==> src/rtl/idle_hold_pkg.sv <==
package idle_hold_pkg;

  typedef enum logic [1:0] {
    PH_RUN  = 2'd0,
    PH_DOZE = 2'd1,
    PH_RISE = 2'd2
  } phase_t;

  // Counter has reached the final step of a window of length lim.
  function automatic logic at_last(input int unsigned cnt, input int unsigned lim);
    return cnt == (lim - 1);
  endfunction

  // Any bit of two samples differs.
  function automatic logic differs(input logic [63:0] a, input logic [63:0] b);
    return |(a ^ b);
  endfunction

endpackage

==> src/rtl/idle_change_det.sv <==
module idle_change_det #(
  parameter int WATCH_W = 6
) (
  input  logic               clk,
  input  logic               rst_n,
  input  logic [WATCH_W-1:0] sample_i,
  output logic               change_o
);
  import idle_hold_pkg::*;

  localparam int PAD = 64 - WATCH_W;

  logic [WATCH_W-1:0] prev_q;

  always_ff @(posedge clk or negedge rst_n) begin
    if (!rst_n) prev_q <= '0;
    else        prev_q <= sample_i;
  end

  always_comb begin
    change_o = differs({{PAD{1'b0}}, sample_i}, {{PAD{1'b0}}, prev_q});
  end

endmodule

==> src/rtl/idle_timer.sv <==
module idle_timer #(
  parameter int LIMIT = 8
) (
  input  logic clk,
  input  logic rst_n,
  input  logic run_i,
  input  logic clear_i,
  output logic hit_o
);
  import idle_hold_pkg::*;

  localparam int CW = $clog2(LIMIT + 1);

  logic [CW-1:0] cnt_q;

  always_comb begin
    hit_o = run_i && !clear_i && at_last(32'(cnt_q), LIMIT);
  end

  always_ff @(posedge clk or negedge rst_n) begin
    if (!rst_n)                cnt_q <= '0;
    else if (clear_i || hit_o) cnt_q <= '0;
    else if (run_i)            cnt_q <= cnt_q + 1'b1;
  end

endmodule

==> src/rtl/idle_wake_delay.sv <==
module idle_wake_delay #(
  parameter int LEN = 3
) (
  input  logic clk,
  input  logic rst_n,
  input  logic start_i,
  output logic done_o
);
  import idle_hold_pkg::*;

  localparam int CW = $clog2(LEN + 1);

  logic          on_q;
  logic [CW-1:0] cnt_q;

  always_comb begin
    done_o = on_q && at_last(32'(cnt_q), LEN);
  end

  always_ff @(posedge clk or negedge rst_n) begin
    if (!rst_n) begin
      on_q  <= 1'b0;
      cnt_q <= '0;
    end else if (start_i) begin
      on_q  <= 1'b1;
      cnt_q <= '0;
    end else if (done_o) begin
      on_q  <= 1'b0;
      cnt_q <= '0;
    end else if (on_q) begin
      cnt_q <= cnt_q + 1'b1;
    end
  end

endmodule

==> src/rtl/idle_hold_ctrl.sv <==
module idle_hold_ctrl #(
  parameter int WATCH_W     = 6,
  parameter int OUT_W       = 4,
  parameter int IDLE_CYCLES = 8,
  parameter int WAKE_CYCLES = 3
) (
  input  logic               clk,
  input  logic               rst_n,
  input  logic [WATCH_W-1:0] watch_i,
  input  logic [OUT_W-1:0]   live_i,
  output logic [OUT_W-1:0]   out_o,
  output logic [OUT_W-1:0]   held_o,
  output logic               awake_o
);
  import idle_hold_pkg::*;

  phase_t           phase_q, phase_d;
  logic [OUT_W-1:0] held_q;

  // Named internal events, visible to the checker
  logic change_seen;
  logic idle_hit;
  logic wake_done;
  logic sleep_enter;
  logic wake_start;
  logic running;

  idle_change_det #(.WATCH_W(WATCH_W)) u_det (
    .clk      (clk),
    .rst_n    (rst_n),
    .sample_i (watch_i),
    .change_o (change_seen)
  );

  idle_timer #(.LIMIT(IDLE_CYCLES)) u_timer (
    .clk     (clk),
    .rst_n   (rst_n),
    .run_i   (running),
    .clear_i (change_seen || !running),
    .hit_o   (idle_hit)
  );

  idle_wake_delay #(.LEN(WAKE_CYCLES)) u_wake (
    .clk     (clk),
    .rst_n   (rst_n),
    .start_i (wake_start),
    .done_o  (wake_done)
  );

  always_comb begin
    running     = (phase_q == PH_RUN);
    sleep_enter = idle_hit;
    wake_start  = (phase_q == PH_DOZE) && change_seen;
  end

  always_comb begin
    phase_d = phase_q;
    unique case (phase_q)
      PH_RUN:  if (sleep_enter) phase_d = PH_DOZE;
      PH_DOZE: if (wake_start)  phase_d = PH_RISE;
      PH_RISE: if (wake_done)   phase_d = PH_RUN;
      default: phase_d = PH_RUN;
    endcase
  end

  always_ff @(posedge clk or negedge rst_n) begin
    if (!rst_n) phase_q <= PH_RUN;
    else        phase_q <= phase_d;
  end

  always_ff @(posedge clk or negedge rst_n) begin
    if (!rst_n)       held_q <= '0;
    else if (running) held_q <= live_i;
  end

  genvar gi;
  generate
    for (gi = 0; gi < OUT_W; gi++) begin : g_sel
      assign out_o[gi] = running ? live_i[gi] : held_q[gi];
    end
  endgenerate

  assign held_o  = held_q;
  assign awake_o = running;

endmodule

==> config.mk <==
export PLATFORM = sky130hd
export DESIGN_NAME = idle_hold_ctrl
export DESIGN_NICKNAME = d
export VERILOG_FILES = /design/src/rtl/idle_hold_pkg.sv /design/src/rtl/idle_change_det.sv /design/src/rtl/idle_timer.sv /design/src/rtl/idle_wake_delay.sv /design/src/rtl/idle_hold_ctrl.sv
export SDC_FILE = /design/constraint.sdc
export NUM_CORES = 1
export LEC_CHECK = 0
export BUFFER_PORTS_ARGS = -buffer_cell sky130_fd_sc_hd__buf_2
export CAP_MARGIN = 20
export CORE_UTILIZATION = 38
export CTS_BUF_LIST = sky130_fd_sc_hd__clkbuf_8 sky130_fd_sc_hd__clkbuf_16
export CTS_CLUSTER_SIZE = 25
export DETAILED_ROUTE_END_ITERATION = 10
export RECOVER_POWER = 50
export SYNTH_ARGS = -nofsm -noshare
export SYNTH_HDL_FRONTEND = slang
export SYNTH_SLANG_ARGS = --single-unit
==> constraint.sdc <==
create_clock -name clk -period 1.8 [get_ports clk]
set_clock_uncertainty 0.2 [all_clocks]
set_input_delay 0.09 -clock clk [delete_from_list [all_inputs] [get_ports clk]]
set_output_delay 0.09 -clock clk [all_outputs]
set_load 0.03 [all_outputs]
# ---- Word-level counts from Yosys, hierarchy flattened
# Cells that the tools add are included.
dict set report word_totals {
  ff_bits 19
  latch_bits 0
  mem_bits_rw 0
  romBits 0
  in_bits 12
  mem_count 0
}
dict set report op_classes {
  addsub 2
  multipliers 0
  n_div 0
  order_cmp 0
  eq_ne 7
  shift 0
  mux 15
  bitwise 1
  n_reduce_logical 14
}
# cell n
set op_table {}
lappend op_table {{64-bit OR reduction} 1}
lappend op_table {{2-bit two-way mux} 6}
lappend op_table {{4-bit two-way mux} 2}
lappend op_table {{1-bit two-way mux} 6}
lappend op_table {{2-bit by 1-bit != test with 1-bit output, second input constant} 3}
lappend op_table {{2-bit one-hot mux with 3 select lines} 1}
lappend op_table {{6-bit XOR} 1}
lappend op_table {{4-bit by 1-bit adder with 4-bit output, second input constant} 1}
lappend op_table {{2-bit equality test, second input constant} 2}
lappend op_table {{4-bit by 3-bit equality test with 1-bit output, second input constant} 1}
lappend op_table {{1-bit logical AND} 4}
lappend op_table {{2-bit nonzero test} 2}
lappend op_table {{3-bit AND reduction} 1}
lappend op_table {{3-bit nonzero test} 1}
lappend op_table {{2-bit by 1-bit adder with 2-bit output, second input constant} 1}
lappend op_table {{2-bit by 1-bit equality test with 1-bit output, second input constant} 1}
lappend op_table {{1-bit logical NOT} 2}
lappend op_table {{2-bit logical NOT} 1}
lappend op_table {{1-bit logical OR} 2}

# ---- Depth between registers and ports, before layout
# Gate-level depths: netlist (run 1).
dict set report depth {
  depth_word 8
  mapped_depth 5
  mapped_depth_nobuf 5
}

# ---- Modules after synthesis
# Synthesis (run 1) repeated with hierarchy kept, for this count alone.
dict set report hier_totals {
  cells_unflattened 63
  hier_area_um2 818.3
}
# mod n_inst cells_per_inst area_per_inst_um2 seq_area_each_um2
set by_module_without_submodules {}
lappend by_module_without_submodules {idle_hold_ctrl 1 18 254.0 150.1}
lappend by_module_without_submodules {idle_change_det 1 14 214.0 150.1}
lappend by_module_without_submodules {idle_timer 1 19 214.0 100.1}
lappend by_module_without_submodules {idle_wake_delay 1 12 136.4 75.1}

# ---- Worst setup path after synthesis (run 1)
# OpenSTA, ideal clock, no wires.
dict set report synth_timing {
  path_type {flip-flop to flip-flop}
  from {reg phase_q[1]}
  to {reg held_q[0] (netlist: held_o[0])}
  setup_time_ps 157
  arrival_time_ps 1378
  t_required_ps 1443
  path_slack_ps 65
  stages_incl_launch_ff 4
  period_less_slack_ps 1735
  path_cell_list {dfrtp_1 or2_1 inv_1 mux2_2}
}
dict set report synth_via {
  elab_chain_cells 1
}
# element line_no
set synth_rtl {}
lappend synth_rtl {{start: declaration} idle_hold_ctrl.sv:17} ;# phase_t phase_q, phase_d;
lappend synth_rtl {{start signal: assignment} idle_hold_ctrl.sv:68} ;# else phase_q <= phase_d;
lappend synth_rtl {{2-bit logical NOT} idle_hold_ctrl.sv:51} ;# running = (phase_q == PH_RUN);
lappend synth_rtl {{named net awake_o} idle_hold_ctrl.sv:13} ;# output logic awake_o
lappend synth_rtl {{end signal: assignment} idle_hold_ctrl.sv:73} ;# else if (running) held_q <= live_i;
lappend synth_rtl {{end: declaration} idle_hold_ctrl.sv:18} ;# logic [OUT_W-1:0] held_q;
# The timed path passes the listed nets, and every way through them passes these cells.
# A chain may end at the register's enable or synchronous reset.

# ---- Worst setup path after layout (run 1)
dict set report layout_timing {
  from {reg phase_q[0]}
  to {out out_o[2]}
}
dict set report layout_via {
  elab_chain_cells 2
}
# element line_no
set layout_rtl {}
lappend layout_rtl {{2-bit logical NOT} idle_hold_ctrl.sv:51}
lappend layout_rtl {{1-bit two-way mux} idle_hold_ctrl.sv:79} ;# assign out_o[gi] = running ? live_i[gi] : held_q[gi];
lappend layout_rtl {{end: declaration} idle_hold_ctrl.sv:11} ;# output logic [OUT_W-1:0] out_o,
# Every way passes these cells.

==> results of run 1 <==
## cell type report
cell class,instances,area (um2),share of cell area
clock buffers,3,41.3,0.0369
multi-input cells,39,303,0.271
flip-flops and latches,19,475,0.425
clock inverters,1,5.00,0.00447
repair buffers,34,245,0.219
well taps,25,31.3,0.0280
inverters,4,17.5,0.0157
## registers in the layout (all words and copies together) (netlist names)
register       count
u_wake.cnt_q       2
u_timer.cnt_q      4
held_o             4
u_det.prev_q       6
u_wake.on_q        1
phase_q            2
## cell families (layout without fill, tap and decap cells)
kind of cell    after synthesis  count (layout)
buf+inv                       4              42
xor+xnor                      8               8
simple gates                 20              20
mux                           4               4
fa+ha+maj                     1               1
compound gates                6               6
flops                        19              19
## synth_stat cells
cell type                  instances  share of area
sky130_fd_sc_hd__xor2_1            1          0.011
sky130_fd_sc_hd__nor2_2            1         0.0082
sky130_fd_sc_hd__nand4_1           1         0.0082
sky130_fd_sc_hd__xnor2_1           7          0.080
sky130_fd_sc_hd__a21oi_1           1         0.0065
sky130_fd_sc_hd__inv_1             4          0.020
sky130_fd_sc_hd__nor2_1            6          0.029
sky130_fd_sc_hd__nor4_1            2          0.016
sky130_fd_sc_hd__nor2b_1           2          0.016
sky130_fd_sc_hd__a21o_1            1         0.0098
sky130_fd_sc_hd__mux2_2            4          0.059
sky130_fd_sc_hd__ha_1              1          0.016
sky130_fd_sc_hd__dfrtp_1          19           0.62
sky130_fd_sc_hd__a211oi_1          1         0.0098
sky130_fd_sc_hd__nand3_1           1         0.0065
sky130_fd_sc_hd__or2_1             1         0.0082
sky130_fd_sc_hd__o311a_1           1          0.013
sky130_fd_sc_hd__a21o_2            1          0.011
sky130_fd_sc_hd__a31oi_1           1         0.0082
sky130_fd_sc_hd__or4_4             1          0.015
sky130_fd_sc_hd__nand2_1           5          0.025
## layer usage
metal  vias to the layer above  share of wire
li1                        282              -
met1                       267           0.45
met2                        10           0.52
met3                         2          0.026
met4                         0         0.0029
met5                         -              0
## how the worst max path moves through the flow
stage,startpoint,end,slack (ns),cells past startpoint
finish,phase_q[0],out_o[2],0.02,4
global placement,phase_q[1],out_o[0],0.18,4
CTS,phase_q[0],out_o[0],-0.006,4
detailed placement,phase_q[1],out_o[1],0.16,4
global route,phase_q[0],out_o[2],-0.03,4
floorplan,phase_q[1],held_o[0],0.06,3
## metrics by stage
step / utilization / power [uW]
after floorplan: - / 530
after global placement: 0.497 / 570
after detailed placement: 0.497 / 571
after CTS: 0.606 / 890
after global routing: 0.621 / 924
final: 0.621 / 882
## power by group through the flow
stage / clock [uW] / sequential (uW) / combinational, uW
2_1_floorplan: 0 / 478 / 52.4
3_3_place_gp: 0 / 469 / 100
3_5_place_dp: 0 / 470 / 102
4_1_cts: 301 / 462 / 127
5_1_grt: 314 / 465 / 145
6_report: 288 / 463 / 131
## timing repair
action	CTS	global route
endpoints found under the setup margin	4	7
hold buffers	11	0
gates resized for setup	9	5
buffers inserted	2	1
pin swaps	1	1
endpoints found under the hold margin	29	0
==> impl_metrics.prom, run 1 <==
# TYPE chip_impl_metric gauge
chip_impl_metric{name="die_w",unit="um"} 46.9
chip_impl_metric{name="numCtsBuffers",unit=""} 3
chip_impl_metric{name="critical-path-max-stage-delay",unit="ns"} 0.38
chip_impl_metric{name="vdd_ir_drop_max",unit="V"} 0.000611
chip_impl_metric{name="final-max-slew-violation-count",unit=""} 0
chip_impl_metric{name="dr.pass1.iters",unit=""} 4
chip_impl_metric{name="core_area",unit="um2"} 1800
chip_impl_metric{name="hpwl",unit="um"} 936
chip_impl_metric{name="grt_util_met3",unit=""} 0.0346
chip_impl_metric{name="synth_seq_area_share",unit=""} 0.622
chip_impl_metric{name="yosys-mux-area-fraction",unit=""} 0.0589
chip_impl_metric{name="drtAntennaViolNets",unit=""} 0
chip_impl_metric{name="post_synth_num_cell_types",unit=""} 21
chip_impl_metric{name="internal_power",unit="uW"} 666
chip_impl_metric{name="syn_avg_cell_area",unit="um2"} 12.3
chip_impl_metric{name="boundaryPins",unit=""} 21
chip_impl_metric{name="fill_cells",unit=""} 153
chip_impl_metric{name="timing.critical_path.buf_inv",unit=""} 2
chip_impl_metric{name="globalRouteMet2Util",unit=""} 0.242
chip_impl_metric{name="route.final.wire_length",unit="um"} 1400
chip_impl_metric{name="core.rowCount",unit=""} 15
chip_impl_metric{name="ff2ff_setup_slack",unit="ns"} 0.17
chip_impl_metric{name="grt_antenna_before_repair",unit=""} 0
chip_impl_metric{name="relative_contribution_of_sequential_cells_to_total_power",unit=""} 0.525
chip_impl_metric{name="clock-sinks",unit=""} 19
chip_impl_metric{name="power.switching",unit="uW"} 217
chip_impl_metric{name="cp_max_fo",unit=""} 5
chip_impl_metric{name="post_synth_net_total",unit=""} 75
chip_impl_info{name="setup.worst_path.end_class",value="output port"} 1
chip_impl_metric{name="cts.path.max_buffers",unit=""} 2
chip_impl_metric{name="r2r.worst_path.cells",unit=""} 5
chip_impl_metric{name="via_count",unit=""} 561
chip_impl_info{name="clock_tree.root_cell",value="sky130_fd_sc_hd__clkbuf_8"} 1
chip_impl_metric{name="stdcell_count",unit=""} 125
chip_impl_metric{name="worst_slack_at_placement",unit="ns"} 0.162
chip_impl_metric{name="insertedDiodeCount",unit=""} 0
chip_impl_metric{name="fmax",unit="GHz"} 0.563
chip_impl_info{name="setup.worst_path.class",value="reg2out"} 1
chip_impl_metric{name="drive_above_1_share",unit=""} 0.320
chip_impl_metric{name="power.combinational.fraction",unit=""} 0.149
chip_impl_metric{name="post_synth_instance_area",unit="um2"} 764
chip_impl_metric{name="synth_simple_gate_area_frac",unit=""} 0.133
chip_impl_metric{name="placed_cell_count",unit=""} 107
chip_impl_metric{name="area_delta_synth_final",unit="%"} 46.3
chip_impl_metric{name="timing.critical_path.required",unit="ns"} 1.51
chip_impl_info{name="grt_max_usage_layer",value="met2"} 1
chip_impl_metric{name="grt_pass1_wl",unit="um"} 2150
chip_impl_metric{name="grt.total_usage",unit=""} 0.142
chip_impl_metric{name="start_util",unit=""} 0.424
chip_impl_metric{name="grtUsageMet1",unit=""} 0.169
chip_impl_metric{name="final.period_utilization",unit=""} 0.987
chip_impl_info{name="min_delay_worst_endpoint",value="u_timer.cnt_q[0]"} 1
chip_impl_info{name="synth_top_family_by_area",value="simple AND/OR/NAND/NOR gates"} 1
chip_impl_metric{name="worst_setup_hold_path_clk_slew",unit="ns"} 0.07
chip_impl_metric{name="setup_ws",unit="ns"} 0.0232
chip_impl_metric{name="yosysWarningCount",unit=""} 0
chip_impl_metric{name="avgViaCountPerCell",unit=""} 4.49
chip_impl_metric{name="overflow",unit=""} 0
chip_impl_info{name="final_cell_mix",value="19 x sky130_fd_sc_hd__dfrtp_1, 11 x sky130_fd_sc_hd__dlygate4sd3_1, 9 x sky130_fd_sc_hd__buf_2"} 1
chip_impl_info{name="critical_path.top_delay_family",value="flip-flops"} 1
chip_impl_info{name="grt_setup_unrepaired",value="yes"} 1
chip_impl_info{name="commonest_non_fill_non_tap_cell_in_the_layout",value="sky130_fd_sc_hd__dfrtp_1"} 1
chip_impl_metric{name="h-tree-depth",unit=""} 1
chip_impl_metric{name="final_nets",unit=""} 114
chip_impl_metric{name="xor_and_xnor_area_share_after_synthesis",unit=""} 0.0917
chip_impl_metric{name="p_clk_frac",unit=""} 0.326
chip_impl_metric{name="final.min_clock_period",unit="ns"} 1.78
chip_impl_metric{name="grt_pass1_vias",unit=""} 548
chip_impl_metric{name="worst_slew_pin_slew",unit="ns"} 1.02
chip_impl_metric{name="setup_total_negative_slack",unit="ns"} 0
chip_impl_info{name="regToRegEndpoint",value="u_timer.cnt_q[3]"} 1
chip_impl_metric{name="min_path_cells",unit=""} 1
chip_impl_metric{name="synth_adder_area_share",unit=""} 0.0164
chip_impl_metric{name="syn-instance-count",unit=""} 62
chip_impl_info{name="min_path_type",value="reg2reg"} 1
chip_impl_metric{name="pin_count_of_the_biggest_net_entering_global_routing",unit=""} 20
chip_impl_metric{name="timing.final.hold_violations",unit=""} 0
chip_impl_metric{name="holdWs",unit="ns"} 0.269
chip_impl_metric{name="clock_latency",unit="ns"} 0.25
chip_impl_metric{name="place.port_buffers",unit=""} 20
chip_impl_metric{name="routabilityCongestion",unit=""} 0.645
chip_impl_metric{name="arrival_time_at_the_worst_endpoint",unit="ns"} 1.49
chip_impl_metric{name="finalInstanceArea",unit="um2"} 1120
chip_impl_metric{name="ff_latch_count_synth",unit=""} 19
chip_impl_metric{name="max_slew_headroom_at_the_worst_pin",unit=""} 0.319
chip_impl_metric{name="post-route-drc-count",unit=""} 0
chip_impl_metric{name="die_area",unit="um2"} 2200
chip_impl_info{name="min_from",value="u_timer.cnt_q[0]"} 1
chip_impl_metric{name="placed_area",unit="um2"} 896
chip_impl_info{name="setup.worst_path.start_class",value="register"} 1
chip_impl_info{name="crit_slowest_cell",value="sky130_fd_sc_hd__dfrtp_1"} 1
chip_impl_metric{name="power_switching_share",unit=""} 0.246
chip_impl_metric{name="power.leakage",unit="uW"} 0.000523
chip_impl_metric{name="synth_compound_gate_area_share",unit=""} 0.0589
chip_impl_info{name="status",value="completed"} 1
chip_impl_info{name="crit-reg2reg-launch",value="u_timer.cnt_q[0]"} 1
chip_impl_metric{name="cellPowerDensity",unit="nW/um2"} 789
chip_impl_metric{name="first_iter_violations",unit=""} 5
chip_impl_metric{name="post_drt_wl_per_cell",unit="um"} 11.2
chip_impl_metric{name="cap_violations",unit=""} 0
chip_impl_info{name="tritoncts_clock_tree",value="built"} 1
chip_impl_metric{name="final_setup_violations",unit=""} 0
chip_impl_info{name="path_cells",value="or2_4 > inv_4 > mux2_2 > buf_6"} 1
chip_impl_metric{name="chipHeight",unit="um"} 46.9
(Power assumes the default switching activity.)
==> run 2: changes to the inputs <==
--- a/config.mk
+++ b/config.mk
@@ -8,7 +8,6 @@
 export BUFFER_PORTS_ARGS = -buffer_cell sky130_fd_sc_hd__buf_2
 export CAP_MARGIN = 20
 export CORE_UTILIZATION = 38
-export CTS_BUF_LIST = sky130_fd_sc_hd__clkbuf_8 sky130_fd_sc_hd__clkbuf_16
 export CTS_CLUSTER_SIZE = 25
 export DETAILED_ROUTE_END_ITERATION = 10
 export RECOVER_POWER = 50
==> run 2 against run 1 <==
Cell count unchanged; via count up 1.8%; highest routed layer unchanged; largest power group unchanged; global-route usage rose by 1.1 points; sequential cell count unchanged; cell area fell by 2.1%; worst setup slack got worse by 0.0095 ns; hold slack improved by 0.0039 ns; count of clock-buffer cells in the layout is the same; sequential power about the same; sequential share of layout area rose by 0.92 points; routed wire length up 6.7%.
==> impl_metrics.prom, run 2 (synthesized netlist as in run 1, its figures left out) <==
# TYPE chip_impl_metric gauge
chip_impl_info{name="status",value="completed"} 1
chip_impl_info{name="min_path_type",value="in2reg"} 1
chip_impl_info{name="regToRegEndpoint",value="u_timer.cnt_q[3]"} 1
chip_impl_metric{name="worst_slew_pin_slew",unit="ns"} 1.01
chip_impl_metric{name="chipHeight",unit="um"} 46.9
chip_impl_metric{name="insertedDiodeCount",unit=""} 0
chip_impl_info{name="final_cell_mix",value="19 x sky130_fd_sc_hd__dfrtp_1, 11 x sky130_fd_sc_hd__dlygate4sd3_1, 9 x sky130_fd_sc_hd__buf_2"} 1
chip_impl_metric{name="final_setup_violations",unit=""} 0
chip_impl_metric{name="pin_count_of_the_biggest_net_entering_global_routing",unit=""} 20
chip_impl_metric{name="grt.total_usage",unit=""} 0.154
chip_impl_info{name="tritoncts_clock_tree",value="built"} 1
chip_impl_metric{name="grt_pass1_wl",unit="um"} 2250
chip_impl_metric{name="drtAntennaViolNets",unit=""} 0
chip_impl_metric{name="overflow",unit=""} 0
chip_impl_metric{name="core_area",unit="um2"} 1800
chip_impl_metric{name="stdcell_count",unit=""} 125
chip_impl_info{name="crit-reg2reg-launch",value="u_timer.cnt_q[0]"} 1
chip_impl_info{name="grt_setup_unrepaired",value="yes"} 1
chip_impl_metric{name="final-max-slew-violation-count",unit=""} 0
chip_impl_metric{name="final.min_clock_period",unit="ns"} 1.79
chip_impl_metric{name="timing.critical_path.required",unit="ns"} 1.51
chip_impl_info{name="commonest_non_fill_non_tap_cell_in_the_layout",value="sky130_fd_sc_hd__dfrtp_1"} 1
chip_impl_metric{name="grt_antenna_before_repair",unit=""} 0
chip_impl_metric{name="total_power",unit="uW"} 800
chip_impl_metric{name="arrival_time_at_the_worst_endpoint",unit="ns"} 1.50
chip_impl_metric{name="drive_above_1_share",unit=""} 0.290
chip_impl_metric{name="dr.pass1.iters",unit=""} 4
chip_impl_metric{name="first_iter_violations",unit=""} 6
chip_impl_metric{name="placed_cell_count",unit=""} 107
chip_impl_metric{name="clock_latency",unit="ns"} 0.29
chip_impl_metric{name="vdd_ir_drop_max",unit="V"} 0.000579
chip_impl_metric{name="timing.final.hold_violations",unit=""} 0
chip_impl_metric{name="max_slew_headroom_at_the_worst_pin",unit=""} 0.324
chip_impl_metric{name="place.port_buffers",unit=""} 20
chip_impl_metric{name="finalInstanceArea",unit="um2"} 1090
chip_impl_metric{name="cellPowerDensity",unit="nW/um2"} 730
chip_impl_metric{name="clock-sinks",unit=""} 19
chip_impl_metric{name="cts.path.max_buffers",unit=""} 2
chip_impl_metric{name="min_path_cells",unit=""} 2
chip_impl_metric{name="cp_max_fo",unit=""} 5
chip_impl_metric{name="final.period_utilization",unit=""} 0.992
chip_impl_metric{name="via_count",unit=""} 571
chip_impl_metric{name="start_util",unit=""} 0.424
chip_impl_metric{name="die_area",unit="um2"} 2200
chip_impl_info{name="clock_tree.root_cell",value="sky130_fd_sc_hd__clkbuf_4"} 1
chip_impl_metric{name="r2r.worst_path.cells",unit=""} 5
chip_impl_metric{name="core.rowCount",unit=""} 15
chip_impl_metric{name="area_delta_synth_final",unit="%"} 43.2
chip_impl_metric{name="post_drt_wl_per_cell",unit="um"} 11.9
chip_impl_metric{name="placed_area",unit="um2"} 896
chip_impl_metric{name="final_nets",unit=""} 114
chip_impl_metric{name="h-tree-depth",unit=""} 1
chip_impl_metric{name="boundaryPins",unit=""} 21
chip_impl_metric{name="worst_setup_hold_path_clk_slew",unit="ns"} 0.11
chip_impl_metric{name="routabilityCongestion",unit=""} 0.645
chip_impl_info{name="setup.worst_path.start_class",value="register"} 1
chip_impl_info{name="setup.worst_path.end_class",value="output port"} 1
chip_impl_metric{name="cap_violations",unit=""} 0
chip_impl_metric{name="hpwl",unit="um"} 936
chip_impl_info{name="regMostFlops",value="u_det.prev_q"} 1
chip_impl_info{name="min_from",value="watch_i[3]"} 1
chip_impl_metric{name="avgViaCountPerCell",unit=""} 4.57
chip_impl_metric{name="fmax",unit="GHz"} 0.560
chip_impl_metric{name="route.final.wire_length",unit="um"} 1490
chip_impl_info{name="min_delay_worst_endpoint",value="u_det.prev_q[3]"} 1
chip_impl_metric{name="largest_reg_flops",unit=""} 6
chip_impl_info{name="setup.worst_path.class",value="reg2out"} 1
chip_impl_metric{name="ff2ff_setup_slack",unit="ns"} 0.15
chip_impl_metric{name="numCtsBuffers",unit=""} 3
chip_impl_metric{name="holdWs",unit="ns"} 0.273
chip_impl_metric{name="grt_pass1_vias",unit=""} 559
chip_impl_metric{name="power.leakage",unit="uW"} 0.000518
chip_impl_metric{name="post-route-drc-count",unit=""} 0
chip_impl_metric{name="die_w",unit="um"} 46.9
run 2: stage by stage:
| step | util | setup WS, ns | setup TNS [ns] |
|---|---|---|---|
| after floorplan | - | 0.0646 | 0 |
| after global placement | 0.497 | 0.177 | 0 |
| after detailed placement | 0.497 | 0.162 | 0 |
| after CTS | 0.604 | -0.0442 | -0.174 |
| after global routing | 0.608 | -0.0403 | -0.149 |
| final | 0.608 | 0.0137 | 0 |
run 2: worst max path at each step:
| stage | startpoint | endpoint | depth (start not counted) |
|---|---|---|---|
| after global placement | phase_q[1] | out_o[0] | 4 |
| after detailed placement | phase_q[1] | out_o[1] | 4 |
| after global routing | phase_q[1] | out_o[2] | 4 |
| after floorplan | phase_q[1] | held_o[0] | 3 |
| final | phase_q[1] | out_o[2] | 4 |
| after CTS | phase_q[0] | out_o[1] | 4 |
run 2: timing repair:
action | 4_1_cts | 5_1_grt
cloned | 0 | 0
hold endpoints to repair | 31 | 0
gates resized for setup | 13 | 3
endpoints found under the setup margin | 4 | 4
pin swaps | 1 | 1
setup buffers | 2 | 1
hold buffers | 11 | 0
run 2: final cells by class:
| cell class | instances | area (um2) |
|---|---|---|
| fillers | 158 | 707 |
| flip-flops and latches | 19 | 475 |
| multi-input cells | 39 | 292 |
| repair buffers | 34 | 249 |
| well taps | 25 | 31.3 |
| clock buffers | 3 | 22.5 |
| inverters | 4 | 20.0 |
| clock inverters | 1 | 5.00 |
run 2: power by group:
part | switching, uW | total (uW) | internal (uW)
registers | 14.3 | 462 | 448
clock network | 125 | 208 | 82.6
logic | 67.4 | 130 | 62.2
total | 207 | 800 | 592
run 2: worst max-delay path, stage by stage (launching register included):
cell                      delay (ns)
sky130_fd_sc_hd__dfrtp_1        0.39
sky130_fd_sc_hd__or2_4          0.28
sky130_fd_sc_hd__inv_6          0.09
sky130_fd_sc_hd__mux2_4         0.31
sky130_fd_sc_hd__buf_6          0.14
run 2: per-layer routing:
metal	GRT usage	vias up	wire length, um	part of all wire
met4	0.0857	0	12	0.0080
met2	0.267	10	771	0.52
met1	0.174	272	674	0.45
li1	-	287	-	-
met5	0	-	0	0
met3	0.0346	2	35	0.023
